**config.mk**
```make
export PLATFORM = sky130hd
export DESIGN_NAME = dw_alu
export DESIGN_NICKNAME = d
export VERILOG_FILES = /design/src/rtl/dw_alu_pkg.sv /design/src/rtl/dw_alu_lane.sv /design/src/rtl/dw_alu_mask.sv /design/src/rtl/dw_alu.sv
export SDC_FILE = /design/constraint.sdc
export NUM_CORES = 1
export LEC_CHECK = 0
export BUFFER_PORTS_ARGS = -buffer_cell sky130_fd_sc_hd__buf_2
export CAP_MARGIN = 25
export CORE_MARGIN = 2
export CORE_UTILIZATION = 55
export DETAILED_ROUTE_END_ITERATION = 6
export GPL_ROUTABILITY_DRIVEN = 0
export PLACE_DENSITY = 0.73
export SLEW_MARGIN = 20
export SYNTH_ARGS = -nofsm -noshare
export SYNTH_HDL_FRONTEND = slang
export SYNTH_HIERARCHICAL = 1
export SYNTH_SLANG_ARGS = --single-unit
```
**constraint.sdc**
```tcl
create_clock -name vclk -period 11
set_input_delay 2.2 -clock vclk [all_inputs]
set_output_delay 2.2 -clock vclk [all_outputs]
set_load 0.01 [all_outputs]
```
**src/rtl/dw_alu_pkg.sv**
```systemverilog
package dw_alu_pkg;
  typedef enum logic [3:0] {
    OP_ADD = 4'd0,
    OP_SUB = 4'd1,
    OP_AND = 4'd2,
    OP_OR  = 4'd3,
    OP_XOR = 4'd4,
    OP_BTM = 4'd5,
    OP_BTI = 4'd6,
    OP_TSS = 4'd7,
    OP_INC = 4'd8,
    OP_DEC = 4'd9,
    OP_CMP = 4'd10,
    OP_SHL = 4'd11,
    OP_SHR = 4'd12,
    OP_ROL = 4'd13,
    OP_ROR = 4'd14,
    OP_TSR = 4'd15
  } alu_op_e;

  // update mask bit positions
  localparam int unsigned UPD_N = 3;
  localparam int unsigned UPD_V = 2;
  localparam int unsigned UPD_Z = 1;
  localparam int unsigned UPD_C = 0;
endpackage

```
**src/rtl/dw_alu_lane.sv**
```systemverilog
module dw_alu_lane
  import dw_alu_pkg::*;
#(
  parameter int unsigned W = 8
) (
  input  logic [W-1:0] a_i,
  input  logic [W-1:0] b_i,
  input  logic         cin_i,
  input  alu_op_e      op_i,
  output logic [W-1:0] res_o,
  output logic         n_o,
  output logic         v_o,
  output logic         z_o,
  output logic         c_o
);
  localparam int unsigned MSB = W - 1;

  logic [W:0]   sum;
  logic [W-1:0] tst;
  logic         from_res;

  assign tst = a_i & b_i;

  always_comb begin
    sum      = '0;
    res_o    = a_i;
    v_o      = 1'b0;
    c_o      = 1'b0;
    n_o      = 1'b0;
    z_o      = 1'b0;
    from_res = 1'b1;
    unique case (op_i)
      OP_ADD: begin
        sum   = {1'b0, a_i} + {1'b0, b_i} + {{W{1'b0}}, cin_i};
        res_o = sum[W-1:0];
        c_o   = sum[W];
        v_o   = (a_i[MSB] == b_i[MSB]) && (sum[MSB] != a_i[MSB]);
      end
      OP_SUB: begin
        sum   = {1'b0, a_i} + {1'b0, ~b_i} + {{W{1'b0}}, cin_i};
        res_o = sum[W-1:0];
        c_o   = sum[W];
        v_o   = (a_i[MSB] != b_i[MSB]) && (sum[MSB] != a_i[MSB]);
      end
      OP_CMP: begin
        sum      = {1'b0, a_i} + {1'b0, ~b_i} + {{W{1'b0}}, 1'b1};
        c_o      = sum[W];
        n_o      = sum[MSB];
        z_o      = ~|sum[W-1:0];
        from_res = 1'b0;
      end
      OP_AND: res_o = a_i & b_i;
      OP_OR:  res_o = a_i | b_i;
      OP_XOR: res_o = a_i ^ b_i;
      OP_INC: res_o = a_i + {{(W-1){1'b0}}, 1'b1};
      OP_DEC: res_o = a_i - {{(W-1){1'b0}}, 1'b1};
      OP_SHL: begin
        res_o = {a_i[W-2:0], 1'b0};
        c_o   = a_i[MSB];
      end
      OP_SHR: begin
        res_o = {1'b0, a_i[W-1:1]};
        c_o   = a_i[0];
      end
      OP_ROL: begin
        res_o = {a_i[W-2:0], cin_i};
        c_o   = a_i[MSB];
      end
      OP_ROR: begin
        res_o = {cin_i, a_i[W-1:1]};
        c_o   = a_i[0];
      end
      OP_BTM: begin
        n_o      = b_i[MSB];
        v_o      = b_i[MSB-1];
        z_o      = ~|tst;
        from_res = 1'b0;
      end
      OP_BTI: begin
        z_o      = ~|tst;
        from_res = 1'b0;
      end
      OP_TSS: begin
        res_o    = b_i | a_i;
        z_o      = ~|tst;
        from_res = 1'b0;
      end
      OP_TSR: begin
        res_o    = b_i & ~a_i;
        z_o      = ~|tst;
        from_res = 1'b0;
      end
      default: ;
    endcase
    // result-derived N/Z for all value-producing classes
    if (from_res) begin
      n_o = res_o[MSB];
      z_o = ~|res_o;
    end
  end
endmodule

```
**src/rtl/dw_alu_mask.sv**
```systemverilog
module dw_alu_mask
  import dw_alu_pkg::*;
(
  input  alu_op_e    op_i,
  output logic [3:0] upd_o
);
  always_comb begin
    upd_o = 4'b0000;
    unique case (op_i)
      OP_ADD, OP_SUB:                          upd_o = 4'b1111;
      OP_CMP, OP_SHL, OP_SHR, OP_ROL, OP_ROR:  upd_o = 4'b1011;
      OP_AND, OP_OR, OP_XOR, OP_INC, OP_DEC:   upd_o = 4'b1010;
      OP_BTM:                                  upd_o = 4'b1110;
      OP_BTI, OP_TSS, OP_TSR:                  upd_o = 4'b0010;
      default: ;
    endcase
  end
endmodule

```
**src/rtl/dw_alu.sv**
```systemverilog
module dw_alu
  import dw_alu_pkg::*;
#(
  parameter int unsigned DW = 16
) (
  input  logic [DW-1:0] a_i,
  input  logic [DW-1:0] b_i,
  input  logic          cin_i,
  input  logic [3:0]    op_i,
  input  logic          wide_i,
  output logic [DW-1:0] res_o,
  output logic          n_o,
  output logic          v_o,
  output logic          z_o,
  output logic          c_o,
  output logic [3:0]    upd_o
);
  localparam int unsigned HW    = DW / 2;
  localparam int unsigned NLANE = 2;

  alu_op_e op;
  assign op = alu_op_e'(op_i);

  logic [DW-1:0] l_res [NLANE];
  logic          l_n   [NLANE];
  logic          l_v   [NLANE];
  logic          l_z   [NLANE];
  logic          l_c   [NLANE];

  // lane 0: narrow, lane 1: full width
  for (genvar g = 0; g < NLANE; g++) begin : g_lane
    localparam int unsigned LW = (g == 0) ? HW : DW;
    logic [LW-1:0] r;
    dw_alu_lane #(.W(LW)) u_lane (
      .a_i   (a_i[LW-1:0]),
      .b_i   (b_i[LW-1:0]),
      .cin_i (cin_i),
      .op_i  (op),
      .res_o (r),
      .n_o   (l_n[g]),
      .v_o   (l_v[g]),
      .z_o   (l_z[g]),
      .c_o   (l_c[g])
    );
    if (LW < DW) begin : g_pad
      assign l_res[g] = {a_i[DW-1:LW], r};
    end else begin : g_full
      assign l_res[g] = r;
    end
  end

  dw_alu_mask u_mask (
    .op_i  (op),
    .upd_o (upd_o)
  );

  always_comb begin
    if (wide_i) begin
      res_o = l_res[1];
      n_o   = l_n[1];
      v_o   = l_v[1];
      z_o   = l_z[1];
      c_o   = l_c[1];
    end else begin
      res_o = l_res[0];
      n_o   = l_n[0];
      v_o   = l_v[0];
      z_o   = l_z[0];
      c_o   = l_c[0];
    end
  end

  // checks across lane and mask logic
  logic [DW-1:0] wmask;
  assign wmask = wide_i ? {DW{1'b1}} : {{(DW-HW){1'b0}}, {HW{1'b1}}};

  always_comb begin
    AST_V_ONLY_ARITH_BIT: assert (!upd_o[UPD_V] || op == OP_ADD || op == OP_SUB || op == OP_BTM);
    if (op == OP_CMP)
      AST_EQ_IMPLIES_GE: assert (!z_o || c_o);
    if (op == OP_SHR)
      AST_SHR_NOT_NEG: assert (!n_o);
    if (op == OP_TSS)
      AST_SET_BITS_HELD: assert (((res_o & a_i) & wmask) == (a_i & wmask));
    if (op == OP_TSR)
      AST_RESET_BITS_GONE: assert (((res_o & a_i) & wmask) == '0);
    if (op == OP_INC)
      AST_INC_WRAP_ZERO: assert (z_o == ((a_i & wmask) == wmask));
    if (!wide_i)
      AST_UPPER_PASS: assert (res_o[DW-1:HW] == a_i[DW-1:HW]);
  end
endmodule

```
Yosys cells after proc, flatten, opt, wreduce, memory -nomap -nowiden:

Memories as Yosys holds them, arrays and structs flattened.
Cells that the tools add are included.

* bits in read-only memories: 48
* memories kept: 1
* register bits: 0
* output and inout port bits: 24
* logic and storage cells: 91
* input bits: 38

* add/subtract/negate cells: 14
* equal/unequal tests: 23
* bitwise gates (word level): 12
* reductions and logical operators: 22
* multiplexer cells: 19

Memory list
* (no name shown): depth 16, width 3, rd ports 1, clocked after Yosys merged registers in 0, write ports 0, line dw_alu_mask.sv:9 `unique case (op_i)`

Operator list (number)
* $pmux W16 S12: 1
* $pmux W8 S12: 1
* $reduce_or A16 Y1: 3
* $add A16 B16 Y17: 2
* $add A17 B1 Y17: 2
* $and A16 B16 Y16: 2
* $eq A4 B4 Y1 const B: 8
* $not A16 Y16: 2
* $reduce_or A8 Y1: 3
* $add A8 B8 Y9: 2
* $add A9 B1 Y9: 2
* $add A17 B1 Y17 const B: 1
* $add A16 B1 Y16 const B: 1
* $and A8 B8 Y8: 2
* $eq A4 B3 Y1 const B: 4
* $mux W16: 1
* $not A8 Y8: 2
* $or A16 B16 Y16: 1
* $sub A16 B1 Y16 const B: 1
* $xor A16 B16 Y16: 1
* $pmux W1 S5: 2
* $add A9 B1 Y9 const B: 1
* $add A8 B1 Y8 const B: 1
* $eq A4 B2 Y1 const B: 2
* other kinds (15): 42

Longest topological paths before layout:

Gate-level depths: netlist of run 1.

* word-level depth: 8
* depth in mapped cells: 18
* mapped depth without buffers: 16

Hierarchy:

The synthesis of run 1 kept the hierarchy.

By module, submodules not included
* dw_alu_lane (g_lane[1].u_lane): area each 4899.7 µm², times used 1, cells an instance 719, sequential area each 0.0 µm²
* dw_alu_lane (g_lane[0].u_lane): area each 2623.8 µm², times used 1, cells an instance 383, sequential area each 0.0 µm²
* dw_alu: area each 322.8 µm², times used 1, cells an instance 22, sequential area each 0.0 µm²
* dw_alu_mask: area each 55.1 µm², times used 1, cells an instance 9, sequential area each 0.0 µm²

Worst setup path after synthesis of run 1:

Ideal clock, no wire load.

* path kind: in2out
* start: input op_i[1]
* end: output z_o
* path slack: 2734 ps
* required time: 8800 ps
* arrival: 6066 ps
* stages on the path: 16
* cell sequence: clkbuf_1 clkbuf_1 nor3_1 clkbuf_1 nand2_1 inv_1 ha_1 xnor2_1 a222oi_1 o2111ai_1 or4b_1 or4_1 nor4_4 nand4bb_1 o31ai_2 mux2_4

RTL lines
* from (decl): line dw_alu.sv:9 `input logic [3:0] op_i,`
* to (decl): line dw_alu.sv:14 `output logic z_o,`

==> results.py, run 1 <==
metrics = {
    "run_status": {
        "status": "finished, violations left",
        "violations": "DRC",
    },
    "grt": {
        "grt_pass1_wl_mm": 43.8,
        "grt_start_max_net_pins": 63,
        "gr-total-overflow": 0,
        "antenna_found_initial": 0,
        "gr-usage-all-layers_pct": 36.4,
        "first_global_vias": 8002,
    },
    "synthesis": {
        "synthDistinctLibCells": 105,
        "yosysMostFrequentCell": "ha_1",
        "syn-cell-area_sq_um": 7900,
        "synth_top_area_cell": "ha_1",
        "synthTopCellsByCount": "ha_1 (115), nor2_1 (83), inv_1 (81)",
        "synth_top_area_share_pct": 18.2,
        "synth.avg_cell_area_sq_um": 6.97,
        "syn_nets": 1293,
        "syn_inst": 1133,
        "ys_warn_count": 6,
        "yosysSeqAreaShare_pct": 0,
        "yosys-top-cells-area": "ha_1 (18%), a21oi_1 (4.7%), xnor2_1 (4.1%)",
    },
    "job": {
        "max-cap-violations": 0,
    },
    "placed_design": {
        "dp_slack_ns": 2.08,
        "place_hpwl_mm": 21.5,
        "place_area_sq_um": 8240,
        "io_buffers": 61,
    },
    "setup_path": {
        "critPathCaptureType": "output pin",
        "critPathLaunchType": "input pin",
        "cp.arrival_ns": 6.88,
        "cp.required_ns": 8.80,
        "critPathKind": "input pin to output pin",
        "path_max_fanout": 18,
    },
    "die": {
        "dieArea_sq_um": 15300,
        "coreArea_sq_um": 13900,
        "io_pins": 62,
        "dieWidth_um": 124,
        "fp.dieH_um": 124,
        "start_util_pct": 56.7,
        "std_cell_rows": 43,
    },
    "layout": {
        "syn_to_final_growth_pct": 4.34,
        "nets": 1299,
        "multi_input_area_sq_um": 7290,
        "drive_gt1_share_pct": 12.0,
        "flops_and_latches": 0,
        "diodes": 0,
        "num-clock-buffers": 0,
        "regArea_sq_um": 0,
        "n_fill_cell": 1371,
        "design_area_sq_um": 8240,
    },
    "sta": {
        "fin_ws_ns": 1.92,
        "hold_slack_ns": 4.85,
        "min_period_over_period_pct": 82.6,
        "grt_setup_unrepaired": "false",
        "tightest_slew_ns": 1.01,
        "min_period_ns": 9.08,
        "finalSetupViolCount": 0,
        "slew_violations": 0,
        "fin_setup_tns_ns": 0,
        "hold_viol": 0,
        "relSlewSlack_pct": 32.5,
        "fmax_ghz": 0.110,
    },
    "power": {
        "leakage_nw": 3.53,
        "pwr-share-seq_pct": 0,
        "pwr_density_cell_nw_per_um2": 54.0,
        "power.total_w": 0.000445,
        "p_sw_share_pct": 62.5,
        "ir_drop_mv": 0.0295,
        "clkPwrFrac_pct": 0,
        "p_int_w": 0.000167,
        "power.net_switching_w": 0.000278,
        "comb_power_share_pct": 100.0,
    },
    "drt": {
        "vias": 9241,
        "drc_errors": 29,
        "via_per_inst": 7.02,
        "drtIter0Drc": 1537,
        "wire_per_inst_um": 21.8,
        "wl_mm": 28.7,
        "detail-route-antenna-nets": 0,
        "drt_pass1_iterations": 7,
    },
    "clock_network": {
        "ctsHoldBuffers": 0,
        "cts_setup_buffers": 0,
        "post_cts_resize_count": 0,
    },
    "min_path": {
        "hold_path_class": "input pin to output pin",
    },
}
## logic make-up (layout without fill, tap and decap cells)
family / Yosys count / after routing / share of synthesized area [%]
buffers and inverters: 155 / 159 / 8.22
XOR/XNOR: 49 / 49 / 5.70
other: 1 / 1 / 0.0475
AND/OR/NAND/NOR: 402 / 402 / 27.7
AO/OA/AOI/OAI: 374 / 374 / 33.3
adder cells (fa/ha/maj): 122 / 122 / 20.0
multiplexers: 30 / 30 / 5.07
## cell type report
| cell class | count | area share [%] |
|---|---|---|
| Tap cell | 180 | 2.73 |
| Multi-Input combinational cell | 978 | 88.4 |
| Inverter | 83 | 3.79 |
| Timing Repair Buffer | 76 | 5.07 |
## cells in the final DEF, fill, tap and decap left out, types with 8 or more instances in the layout
cell,synthesis,routed
a211oi_1,19,19
o21a_1,12,12
or3_1,15,15
o31ai_1,11,11
nand2b_1,19,19
nor2b_1,21,21
o31a_1,9,9
or4_1,11,11
mux2_4,20,20
buf_4,3,15
nor3_1,39,39
o21bai_1,8,8
o211ai_1,23,23
a221oi_1,15,15
and3_1,12,12
o22ai_1,8,8
o311ai_0,8,8
or2_2,8,8
a21o_1,11,11
inv_1,81,81
nand2_1,80,80
mux2i_1,10,10
nor2_1,83,83
xnor2_1,37,37
o21ai_0,62,62
ha_1,115,115
a21oi_1,74,74
xor2_1,10,10
nand4_1,14,14
nor4_1,13,13
a31oi_1,11,11
o221ai_1,10,10
nand3b_1,8,8
buf_2,15,61
nand3_1,31,31
a22oi_1,19,19
## critical path, cell delays in order
cell and delay (ns):
buf_2 0.34, inv_1 0.12, ha_1 0.56, nor2_1 0.16, a211o_1 0.36, or3_1 0.37, a222oi_1 0.82, nand3_1 0.44
o31ai_1 0.49, a31oi_1 0.19, a21oi_1 0.32, o31ai_2 0.11, mux2_4 0.26, buf_2 0.14
## metrics by stage
stage,instances,utilization [%]
global route,1317,59.2
finish,1317,59.2
floorplan,1133,-
global placement,1317,59.2
CTS,1317,59.2
detailed placement,1317,59.2
## path summary, 6_finish.rpt
| kind | to | slack [ns] | depth (start not counted) | from |
|---|---|---|---|---|
| setup / recovery | z_o | 1.92 | 14 | a_i[4] |
| hold / removal | res_o[14] | 4.85 | 3 | a_i[14] |
## layer usage
metal	vias up	track usage (%)	part of all wire (%)
met2	629	49.8	40
met5	-	3.47	0.20
met4	2	10.0	2.7
met3	70	8.15	14
li1	4269	-	-
met1	4271	55.5	43
## power groups by stage
| stage | Sequential, W | Clock (W) | Combinational (W) |
|---|---|---|---|
| finish | 0 | 0 | 0.000445 |
| detailed placement | 0 | 0 | 0.000425 |
| floorplan | 0 | 0 | 0.000309 |
| global placement | 0 | 0 | 0.000423 |
| CTS | 0 | 0 | 0.000428 |
| global route | 0 | 0 | 0.000479 |
No activity file was read; power rests on OpenSTA's default activity.
==> run 2: changes to the inputs <==
==> constraint.sdc (replaced) <==
create_clock -name vclk -period 8.8
set_input_delay 1.76 -clock vclk [all_inputs]
set_output_delay 1.76 -clock vclk [all_outputs]
set_load 0.01 [all_outputs]
==> run 2 against run 1 <==
Against the previous run: the flow still finishes with violations (DRC); final cell count is 0.76% higher; setup slack worse by 1.2 ns; hold slack worse by 0.90 ns; die area stayed put; utilization is 0.48 points higher; non-clock buffer count is 10 higher; sequential share of layout area stayed put; sequential cell count stayed put; critical endpoint is now n_o.
==> results.py, run 2 (synthesis results as in run 1) <==
metrics = {
    "layout": {
        "diodes": 0,
        "drive_gt1_share_pct": 12.8,
        "design_area_sq_um": 8310,
        "mostFrequentLayoutCell": "ha_1",
        "syn_to_final_growth_pct": 5.18,
        "mostFrequentLayoutCells": "ha_1 (115), nor2_1 (83), inv_1 (81)",
        "num-clock-buffers": 0,
        "nets": 1309,
        "flops_and_latches": 0,
        "regArea_sq_um": 0,
    },
    "run_status": {
        "violations": "DRC",
        "status": "finished, violations left",
    },
    "sta": {
        "fmax_ghz": 0.124,
        "min_period_over_period_pct": 91.3,
        "tightest_slew_ns": 0.939,
        "relSlewSlack_pct": 36.9,
        "hold_viol": 0,
        "slew_violations": 0,
        "min_period_ns": 8.04,
        "fin_setup_tns_ns": 0,
        "grt_setup_unrepaired": "false",
        "finalSetupViolCount": 0,
    },
    "grt": {
        "grt_pass1_wl_mm": 44.3,
        "gr-usage-all-layers_pct": 36.9,
        "antenna_found_initial": 0,
        "grt_start_max_net_pins": 67,
        "first_global_vias": 7939,
        "gr-total-overflow": 0,
    },
    "job": {
        "max-cap-violations": 0,
    },
    "die": {
        "fp.dieH_um": 124,
        "std_cell_rows": 43,
        "dieArea_sq_um": 15300,
        "start_util_pct": 56.7,
        "dieWidth_um": 124,
        "coreArea_sq_um": 13900,
        "io_pins": 62,
    },
    "drt": {
        "drc_errors": 9,
        "detail-route-antenna-nets": 0,
        "wl_mm": 29.2,
        "drt_pass1_iterations": 7,
        "drtIter0Drc": 1622,
        "wire_per_inst_um": 22.0,
        "via_per_inst": 6.97,
        "vias": 9254,
    },
    "setup_path": {
        "path_cells": "buf_2 > inv_1 > ha_1 > nor2b_1 > or2_0 > nor4_1 > nor3_1 > or4b_4 > or3_1 > or4_4 > a31oi_1 > a211oi_1 > a21o_1 > mux2_4 > buf_2",
        "crit_slowest_cell": "or4b_4",
        "critPathMaxStageDelay_ns": 0.59,
        "crit_top_cell": "buf_2",
        "critPathLaunchType": "input pin",
        "cp.arrival_ns": 6.28,
        "critPathCaptureType": "output pin",
        "cp.required_ns": 7.04,
        "path_delay_family": "simple AND/OR/NAND/NOR gates",
        "crit_buf_inv": 3,
        "path_max_fanout": 13,
        "critPathKind": "input pin to output pin",
        "worstSetupStartpoint": "a_i[7]",
    },
    "power": {
        "pwr_density_cell_nw_per_um2": 67.4,
        "leakage_nw": 3.58,
        "clkPwrFrac_pct": 0,
        "p_int_w": 0.000212,
        "ir_drop_mv": 0.0272,
        "comb_power_share_pct": 100.0,
        "p_sw_share_pct": 62.2,
        "pwr-share-seq_pct": 0,
        "power.net_switching_w": 0.000348,
    },
    "clock_network": {
        "post_cts_resize_count": 0,
        "cts_setup_buffers": 0,
        "ctsHoldBuffers": 0,
    },
    "min_path": {
        "hold_path_class": "input pin to output pin",
        "hp-start": "a_i[14]",
    },
    "placed_design": {
        "io_buffers": 61,
        "place_area_sq_um": 8310,
        "place_hpwl_mm": 22.2,
    },
}
-- run 2: cell count changes in the layout (fill, tap and decap cells not counted) --
cell | before | now
nor4b_2 | 1 | 2
nor4b_4 | 2 | 1
buf_4 | 15 | 25
-- run 2: worst min-delay path: cells and delay by family --
family	cells	cell delay, ns
buffers and inverters	2	0.27
multiplexers	1	0.16
-- run 2: final cells by class --
class | count | area (sq um)
Tap cell | 180 | 225
Multi-Input combinational cell | 978 | 7280
Inverter | 83 | 313
Fill cell | 1338 | 5620
Timing Repair Buffer | 86 | 493
-- run 2: worst paths after layout --
| kind | endpoint | slack [ns] | depth (start not counted) |
|---|---|---|---|
| hold / removal | res_o[14] | 3.96 | 3 |
| setup / recovery | n_o | 0.76 | 15 |
-- run 2: per-stage QoR --
stage	hold slack, ns	power (W)	cells	setup slack, ns	util (%)
floorplan	3.57	0.000386	1133	1.41	-
global placement	3.95	0.000531	1327	1.00	59.6
detailed placement	3.96	0.000535	1327	0.863	59.6
CTS	3.96	0.000538	1327	0.854	59.6
global route	3.99	0.000600	1327	0.671	59.6
finish	3.96	0.000560	1327	0.762	59.6
-- run 2: power groups by stage --
stage                     Clock, W  Combinational, W  Sequential, W
after floorplan                  0          0.000386              0
after global placement           0          0.000531              0
after detailed placement         0          0.000535              0
after CTS                        0          0.000538              0
after global routing             0          0.000600              0
final                            0          0.000560              0
-- run 2: layer usage --
metal	part of all wire (%)	track usage, %	vias to the layer above
li1	-	-	4297
met1	44	56.6	4219
met2	38	50.2	661
met3	14	9.62	77
met4	2.8	8.59	0
met5	0	0	-
==> run 3: changes to the inputs <==
--- a/config.mk
+++ b/config.mk
@@ -11,7 +11,7 @@
 export CORE_UTILIZATION = 55
 export DETAILED_ROUTE_END_ITERATION = 6
 export GPL_ROUTABILITY_DRIVEN = 0
-export PLACE_DENSITY = 0.73
+export PLACE_DENSITY_LB_ADDON = 0.2
 export SLEW_MARGIN = 20
 export SYNTH_ARGS = -nofsm -noshare
 export SYNTH_HDL_FRONTEND = slang
==> run 3 against run 2 <==
Against the previous run: the run now ends clean; die area unchanged; setup slack worse by 0.21 ns; critical path type unchanged; utilization down 0.22 points; non-clock buffer count decreased by 4; largest power group unchanged; power is 0.11% lower; critical path depth is the same.
==> results.py, run 3 (synthesis results as in run 1) <==
metrics = {
    "run_status": {
        "status": "completed",
    },
    "placed_design": {
        "place_hpwl_mm": 22.2,
        "io_buffers": 61,
        "dp_slack_ns": 0.725,
        "place_area_sq_um": 8280,
    },
    "min_path": {
        "hold_path_class": "input pin to output pin",
        "hp-start": "a_i[14]",
    },
    "power": {
        "pwr-share-seq_pct": 0,
        "p_sw_share_pct": 62.4,
        "comb_power_share_pct": 100.0,
        "p_int_w": 0.000210,
        "ir_drop_mv": 0.0255,
        "power.net_switching_w": 0.000349,
        "pwr_density_cell_nw_per_um2": 67.6,
        "clkPwrFrac_pct": 0,
        "leakage_nw": 3.56,
    },
    "setup_path": {
        "path_cells": "buf_2 > inv_1 > ha_1 > nor2b_1 > or2_0 > nor4_1 > nor3_1 > or4b_4 > or3_1 > or4_4 > a31oi_1 > a211oi_1 > a21o_1 > mux2_4 > buf_2",
        "path_delay_family": "simple AND/OR/NAND/NOR gates",
        "worstSetupStartpoint": "a_i[7]",
        "cp.arrival_ns": 6.49,
        "critPathMaxStageDelay_ns": 0.59,
        "crit_buf_inv": 3,
        "critPathLaunchType": "input pin",
        "crit_top_cell": "buf_2",
        "crit_slowest_cell": "or4b_4",
        "path_max_fanout": 13,
        "critPathKind": "input pin to output pin",
        "critPathCaptureType": "output pin",
        "cp.required_ns": 7.04,
    },
    "sta": {
        "slew_violations": 0,
        "grt_setup_unrepaired": "false",
        "finalSetupViolCount": 0,
        "fin_setup_tns_ns": 0,
        "min_period_ns": 8.25,
        "fmax_ghz": 0.121,
        "relSlewSlack_pct": 31.4,
        "min_period_over_period_pct": 93.7,
        "tightest_slew_ns": 1.03,
        "hold_viol": 0,
        "fin_ws_ns": 0.552,
    },
    "layout": {
        "design_area_sq_um": 8280,
        "nets": 1305,
        "syn_to_final_growth_pct": 4.80,
        "drive_gt1_share_pct": 12.5,
        "final_core_util_pct": 59.4,
        "diodes": 0,
        "mostFrequentLayoutCells": "ha_1 (115), nor2_1 (83), inv_1 (81)",
        "flops_and_latches": 0,
        "num-clock-buffers": 0,
        "mostFrequentLayoutCell": "ha_1",
        "regArea_sq_um": 0,
    },
    "die": {
        "dieWidth_um": 124,
        "start_util_pct": 56.7,
        "io_pins": 62,
        "std_cell_rows": 43,
        "fp.dieH_um": 124,
        "coreArea_sq_um": 13900,
        "dieArea_sq_um": 15300,
    },
    "drt": {
        "wire_per_inst_um": 22.1,
        "drt_pass1_iterations": 6,
        "wl_mm": 29.2,
        "vias": 9347,
        "detail-route-antenna-nets": 0,
        "drtIter0Drc": 1532,
        "via_per_inst": 7.07,
        "drc_errors": 0,
    },
    "grt": {
        "grt_util_met1_pct": 55.4,
        "grt_start_max_net_pins": 63,
        "antenna_found_initial": 0,
        "grt_util_met2_pct": 51.4,
        "grt.met3_usage_pct": 9.52,
        "gr-usage-all-layers_pct": 36.9,
        "first_global_vias": 8071,
        "grt_pass1_wl_mm": 44.4,
        "gr-total-overflow": 0,
        "grt_busiest_layer": "met1",
    },
    "clock_network": {
        "cts_setup_buffers": 0,
        "ctsHoldBuffers": 0,
        "post_cts_resize_count": 0,
    },
    "job": {
        "max-cap-violations": 0,
    },
}
[run 3: cell count changes in the layout (fill, tap and decap cells not counted), sizes merged]
cell and change:
buf -4
[run 3: area by class of cell]
class | count | area, sq um
Multi-Input combinational cell | 978 | 7280
Fill cell | 1383 | 5650
Timing Repair Buffer | 82 | 463
Inverter | 83 | 313
Tap cell | 180 | 225
[run 3: metrics by stage]
step                      power (W)  hold slack [ns]  cells
final                      0.000560             3.97   1323
after detailed placement   0.000535             3.97   1323
after CTS                  0.000538             3.97   1323
after global routing       0.000599             3.98   1323
after floorplan            0.000386             3.57   1133
after global placement     0.000533             3.97   1323
[run 3: worst paths after layout]
| kind | slack [ns] | to | cells past startpoint |
|---|---|---|---|
| setup / recovery | 0.55 | n_o | 15 |
| hold / removal | 3.97 | res_o[14] | 3 |
[run 3: power by group through the flow]
stage          Combinational, W  Clock, W  Sequential (W)
2_1_floorplan          0.000386         0               0
3_3_place_gp           0.000533         0               0
3_5_place_dp           0.000535         0               0
4_1_cts                0.000538         0               0
5_1_grt                0.000599         0               0
6_report               0.000560         0               0
[run 3: layer usage]
layer	up-vias	wire length (um)
li1	4277	-
met1	4279	12400
met2	699	11400
met3	90	4490
met4	2	879
met5	-	72
